**src/rtl/tmr_pkg.sv**
```systemverilog
package tmr_pkg;
  localparam int TMR_DW     = 32;
  localparam int TMR_NCH    = 3;
  localparam int TMR_AW     = 6;
  localparam int WDG_CH     = 2;
  // register offsets
  localparam int OFS_CTRL   = 'h00;
  localparam int OFS_CAUSE  = 'h04;
  localparam int OFS_MASK   = 'h08;
  localparam int OFS_RSTEN  = 'h0C;
  localparam int OFS_VAL    = 'h10;
  localparam int OFS_RLD    = 'h14;
  localparam int CH_STRIDE  = 8;
  // control field positions
  localparam int EN_LSB     = 0;
  localparam int AUTO_LSB   = 4;
  localparam int SEL_LSB    = 8;
endpackage

```
**src/rtl/tmr_channel.sv**
```systemverilog
module tmr_channel #(
  parameter int DW = 32
) (
  input  logic          clk,
  input  logic          rst_n,
  input  logic          en,
  input  logic          auto_rl,
  input  logic          tick,
  input  logic          ld,
  input  logic [DW-1:0] ld_val,
  input  logic [DW-1:0] rld,
  output logic [DW-1:0] val,
  output logic          expire
);
  function automatic logic [DW-1:0] step(input logic [DW-1:0] cur,
                                         input logic [DW-1:0] r,
                                         input logic a);
    if (cur == '0) return a ? r : '0;
    return cur - 1'b1;
  endfunction

  logic [DW-1:0] val_q;
  logic          count_w;

  assign count_w = en && tick && !ld;
  assign expire  = count_w && (val_q == '0);
  assign val     = val_q;

  always_ff @(posedge clk or negedge rst_n) begin
    if (!rst_n)       val_q <= '0;
    else if (ld)      val_q <= ld_val;
    else if (count_w) val_q <= step(val_q, rld, auto_rl);
  end
endmodule

```
**src/rtl/tmr_cause.sv**
```systemverilog
module tmr_cause #(
  parameter int N = 3
) (
  input  logic         clk,
  input  logic         rst_n,
  input  logic         cause_wr,
  input  logic         mask_wr,
  input  logic [N-1:0] wbits,
  input  logic [N-1:0] expire,
  output logic [N-1:0] cause,
  output logic [N-1:0] mask,
  output logic [N-1:0] irq
);
  logic [N-1:0] cause_q, mask_q;

  always_ff @(posedge clk or negedge rst_n) begin
    if (!rst_n) begin
      cause_q <= '0;
      mask_q  <= '0;
    end else begin
      cause_q <= (cause_wr ? (cause_q & wbits) : cause_q) | expire;
      if (mask_wr) mask_q <= wbits;
    end
  end

  assign cause = cause_q;
  assign mask  = mask_q;
  assign irq   = cause_q & mask_q;
endmodule

```
**src/rtl/tmr_wdg_rst.sv**
```systemverilog
module tmr_wdg_rst (
  input  logic clk,
  input  logic rst_n,
  input  logic wdg_expire,
  input  logic gate,
  output logic rst_req
);
  logic req_q;
  always_ff @(posedge clk or negedge rst_n) begin
    if (!rst_n)                   req_q <= 1'b0;
    else if (wdg_expire && gate)  req_q <= 1'b1;
  end
  assign rst_req = req_q;
endmodule

```
**src/rtl/tmr_wdg_top.sv**
```systemverilog
module tmr_wdg_top
  import tmr_pkg::*;
#(
  parameter int ADDR_W = TMR_AW,
  parameter int DW     = TMR_DW,
  parameter int NCH    = TMR_NCH
) (
  input  logic              clk,
  input  logic              rst_n,
  input  logic              wr_en,
  input  logic [ADDR_W-1:0] addr,
  input  logic [DW-1:0]     wdata,
  output logic [DW-1:0]     rdata,
  input  logic              sys_tick,
  input  logic              fast_tick,
  output logic [NCH-1:0]    irq,
  output logic              wdg_rst_o
);
  localparam logic [ADDR_W-1:0] A_CTRL  = ADDR_W'(OFS_CTRL);
  localparam logic [ADDR_W-1:0] A_CAUSE = ADDR_W'(OFS_CAUSE);
  localparam logic [ADDR_W-1:0] A_MASK  = ADDR_W'(OFS_MASK);
  localparam logic [ADDR_W-1:0] A_RSTEN = ADDR_W'(OFS_RSTEN);

  logic [NCH-1:0] en_q, auto_q, sel_q;
  logic           rsten_q;
  logic [DW-1:0]  rld_q [NCH];
  logic [DW-1:0]  val_w [NCH];
  logic [NCH-1:0] expire_w, ld_w, rld_wr_w, tick_w;
  logic [NCH-1:0] cause_q, mask_q;
  logic           wr_ctrl_w;
  logic [DW-1:0]  val0_w;

  assign wr_ctrl_w = wr_en && (addr == A_CTRL);
  assign val0_w    = val_w[0];

  for (genvar i = 0; i < NCH; i++) begin : g_ch
    assign ld_w[i]     = wr_en && (addr == ADDR_W'(OFS_VAL + CH_STRIDE * i));
    assign rld_wr_w[i] = wr_en && (addr == ADDR_W'(OFS_RLD + CH_STRIDE * i));
    assign tick_w[i]   = sel_q[i] ? fast_tick : sys_tick;

    always_ff @(posedge clk or negedge rst_n) begin
      if (!rst_n)           rld_q[i] <= '0;
      else if (rld_wr_w[i]) rld_q[i] <= wdata;
    end

    tmr_channel #(.DW(DW)) u_ch (
      .clk(clk), .rst_n(rst_n), .en(en_q[i]), .auto_rl(auto_q[i]),
      .tick(tick_w[i]), .ld(ld_w[i]), .ld_val(wdata), .rld(rld_q[i]),
      .val(val_w[i]), .expire(expire_w[i])
    );
  end

  // control register; bus write wins over the one-shot self-clear
  always_ff @(posedge clk or negedge rst_n) begin
    if (!rst_n) begin
      en_q    <= '0;
      auto_q  <= '0;
      sel_q   <= '0;
      rsten_q <= 1'b0;
    end else begin
      if (wr_ctrl_w) begin
        en_q   <= wdata[EN_LSB   +: NCH];
        auto_q <= wdata[AUTO_LSB +: NCH];
        sel_q  <= wdata[SEL_LSB  +: NCH];
      end else begin
        en_q   <= en_q & ~(expire_w & ~auto_q);
      end
      if (wr_en && addr == A_RSTEN) rsten_q <= wdata[0];
    end
  end

  tmr_cause #(.N(NCH)) u_cause (
    .clk(clk), .rst_n(rst_n),
    .cause_wr(wr_en && addr == A_CAUSE), .mask_wr(wr_en && addr == A_MASK),
    .wbits(wdata[NCH-1:0]), .expire(expire_w),
    .cause(cause_q), .mask(mask_q), .irq(irq)
  );

  tmr_wdg_rst u_wdg (
    .clk(clk), .rst_n(rst_n), .wdg_expire(expire_w[WDG_CH]),
    .gate(rsten_q), .rst_req(wdg_rst_o)
  );

  always_comb begin
    rdata = '0;
    case (addr)
      A_CTRL: begin
        rdata[EN_LSB   +: NCH] = en_q;
        rdata[AUTO_LSB +: NCH] = auto_q;
        rdata[SEL_LSB  +: NCH] = sel_q;
      end
      A_CAUSE: rdata[NCH-1:0] = cause_q;
      A_MASK:  rdata[NCH-1:0] = mask_q;
      A_RSTEN: rdata[0]       = rsten_q;
      default: begin
        for (int k = 0; k < NCH; k++) begin
          if (addr == ADDR_W'(OFS_VAL + CH_STRIDE * k)) rdata = val_w[k];
          if (addr == ADDR_W'(OFS_RLD + CH_STRIDE * k)) rdata = rld_q[k];
        end
      end
    endcase
  end
endmodule

```
**config.mk**
```make
export PLATFORM = sky130hd
export DESIGN_NAME = tmr_wdg_top
export DESIGN_NICKNAME = d
export VERILOG_FILES = /design/src/rtl/tmr_pkg.sv /design/src/rtl/tmr_channel.sv /design/src/rtl/tmr_cause.sv /design/src/rtl/tmr_wdg_rst.sv /design/src/rtl/tmr_wdg_top.sv
export SDC_FILE = /design/constraint.sdc
export NUM_CORES = 1
export LEC_CHECK = 0
export BUFFER_PORTS_ARGS = -buffer_cell sky130_fd_sc_hd__buf_4
export CORE_MARGIN = 2
export CORE_UTILIZATION = 47
export CTS_CLUSTER_DIAMETER = 40
export DETAILED_ROUTE_END_ITERATION = 10
export PLACE_DENSITY = 0.62
export SYNTH_ARGS = -nofsm -noshare
export SYNTH_HDL_FRONTEND = slang
export SYNTH_SLANG_ARGS = --single-unit
```
**constraint.sdc**
```tcl
create_clock -name clk -period 3.6 [get_ports clk]
set_input_delay 0.72 -clock clk [delete_from_list [all_inputs] [get_ports clk]]
set_output_delay 0.72 -clock clk [all_outputs]
set_load 0.03 [all_outputs]
```
==> metrics.cfg <==
[status]
outcome=complete, no violations

[power]
vdd_drop_max_v=0.0003945
powerDensity_nw_per_um2=715.5
leakage_nw=6.548

[placement]
place_area_um2=14190
port_buffers=78
hpwl_um=35180
gp_congestion=0.9657

[timing]
worstMarginPinSlew_ns=0.9601
hold_violations=0
finalSetupTns_ns=0
clock.fmax_mhz=287.6
clock_skew_ns=0.01247
setup_viol_count_final=0
drv_slew=0
min_period_ns=3.478
max_slew_margin=0.3600
rsz0062_at_grt=no
holdWs_ns=0.2595
fin_crit_sh=0.9660

[cells_and_area]
seq_area_um2=5230
mostFrequentLayoutCell=dfrtp_1
fillCellCount=2345
mostFrequentLayoutCells=dfrtp_1 (209), buf_4 (138), mux2_2 (118)
fin_area_um2=15540
multi_input_area_um2=7287
n_antenna_cell=0
synthToLayoutAreaGrowth_pct=19.10
final_layout_size_suffix_gt1_frac=0.2608
num-nets-final=1472

[synth]
async_reset_ff_frac=1.000
synth_fp_nets=1392
ys_types=87
ys_warn_count=0
yosysSeqAreaShare=0.4008
ys_ff_latch=209
syn_inst=1343
synth_ff_type=dfrtp_1
avgSynthCellArea_um2=9.715
syn_area_um2=13050
synth_edf_count=0

[global_route]
groute.layer.met2.usage=0.5168
grtUsageMet1=0.4972
antenna_found_initial=0
grt_pass1_vias=12079
grt_overflow_total=0
use_met3=0.06870
grt_usage=0.3466
grt_max_degree=103
grt_most_used_layer=met2
grt_pass1_wl_um=75580

[drt]
drt_wl_total_um=50040
via_per_inst=6.849
drt_iter0_markers=1572
routedWlPerCell_um=27.42
final_antenna_net_count=0
dr.pass1.iters=6
vias=12500
drc=0

[clocking]
clock_latency_ns=0.53
clk_pin_slew_worst_paths_ns=0.05
cts_resized=0
tritoncts=built
cts_sinks=209
cts-buffers-inserted=39
cts.htree.levels=2
hold_buffers=0
cts_setup_buffers=0
clk_path_buf_depth=3
root_buffer=clkbuf_16

[critical_path]
crit_type=in2out
cp_data_arrival_time_ns=2.76
worstSetupStartpointType=primary input
cp_max_fo=19
crit_path_end_kind=output port
critPathRequiredTime_ns=2.88

[die]
die_w_um=170.6
rows=60
core-area_um2=27100
die_h_um=170.6
start_util=0.4814
io_pins=79
dieArea_um2=29110

[hold_path]
holdCritPathClass=in2async

[run]
maxCapViolCount=0

==> critical path, stage by stage <==
cell and delay [ns]:
buf_4 0.13, or4b_2 0.77, nor2_2 0.28, buf_4 0.34, a22oi_1 0.20, nand3_1 0.13
buf_4 0.16
==> area by class of cell <==
class / count / area share
well taps: 372 / 0.02995
repair buffers: 144 / 0.07407
clock buffers: 52 / 0.07190
multi-input cells: 1013 / 0.4689
clock inverters: 19 / 0.01473
inverters: 16 / 0.003865
flip-flops and latches: 209 / 0.3366
==> flip-flops by register name (all words and copies together) (netlist names) <==
name           cells
g_ch.u_ch.val     96
en_q               3
u_cause.mask       3
rld_q             96
u_wdg.rst_req      1
auto_q             3
u_cause.cause      3
sel_q              3
rsten_q            1
==> stage by stage <==
stage                     std cells  worst slack, ns    util  power (mW)
after floorplan                1343           0.1283       -       6.007
after global placement         1754           0.2022  0.5237       7.176
after detailed placement       1754           0.1655  0.5237       7.230
after CTS                      1825           0.1608  0.5734       11.04
after global routing           1825          0.08406  0.5734       11.61
final                          1825           0.1224  0.5734       11.12
==> layer usage <==
| metal | part of all wire | vias up |
|---|---|---|
| li1 | - | 5365 |
| met1 | 0.42 | 6230 |
| met2 | 0.44 | 772 |
| met3 | 0.11 | 133 |
| met4 | 0.036 | 0 |
| met5 | 0 | - |
==> kinds of logic after synthesis <==
kind of cell / after synthesis / synth area share
compound gates: 392 / 0.2123
xor+xnor: 65 / 0.04363
fa+ha+maj: 6 / 0.005754
buf+inv: 121 / 0.04220
flops: 209 / 0.4008
mux: 128 / 0.1128
simple gates: 422 / 0.1825
==> cell usage after synthesis (18+ instances only) <==
cell / number / area [um2]
dfrtp_1: 209 / 5230
mux2_2: 118 / 1329
a22oi_1: 108 / 810.8
nand2_1: 90 / 337.8
clkbuf_1: 74 / 277.8
nand3_1: 63 / 315.3
o21ai_0: 58 / 290.3
nor2_1: 54 / 202.7
a21oi_1: 51 / 255.2
xnor2_1: 47 / 411.6
nor3_1: 40 / 200.2
and3_1: 31 / 193.9
nor4_1: 20 / 125.1
a31oi_1: 18 / 112.6
o22ai_1: 18 / 112.6
xor2_1: 18 / 157.7
==> report_power, final <==
part           internal, mW  leakage, nW  switching, mW
Sequential             2.95         2.72           1.17
Combinational          1.52         3.17           1.69
Clock                  2.48        0.654           1.30
Total                  6.95         6.55           4.17
==> path summary, 6_finish.rpt <==
path / start / to / slack [ns] / cells past startpoint
setup / recovery: addr[1] / rdata[18] / 0.12 / 7
hold / removal: rst_n / g_ch[2].u_ch.val[6] / 0.26 / 1
setup reg to reg: g_ch[1].u_ch.val[12] / g_ch[1].u_ch.val[29] / 0.64 / 6
hold reg to reg: u_wdg.rst_req / u_wdg.rst_req / 0.48 / 1
max in group asynchronous: rst_n / g_ch[1].u_ch.val[27] / 2.51 / 2
min in group clk: u_wdg.rst_req / u_wdg.rst_req / 0.48 / 1
No activity file was read; power rests on OpenSTA's default activity.
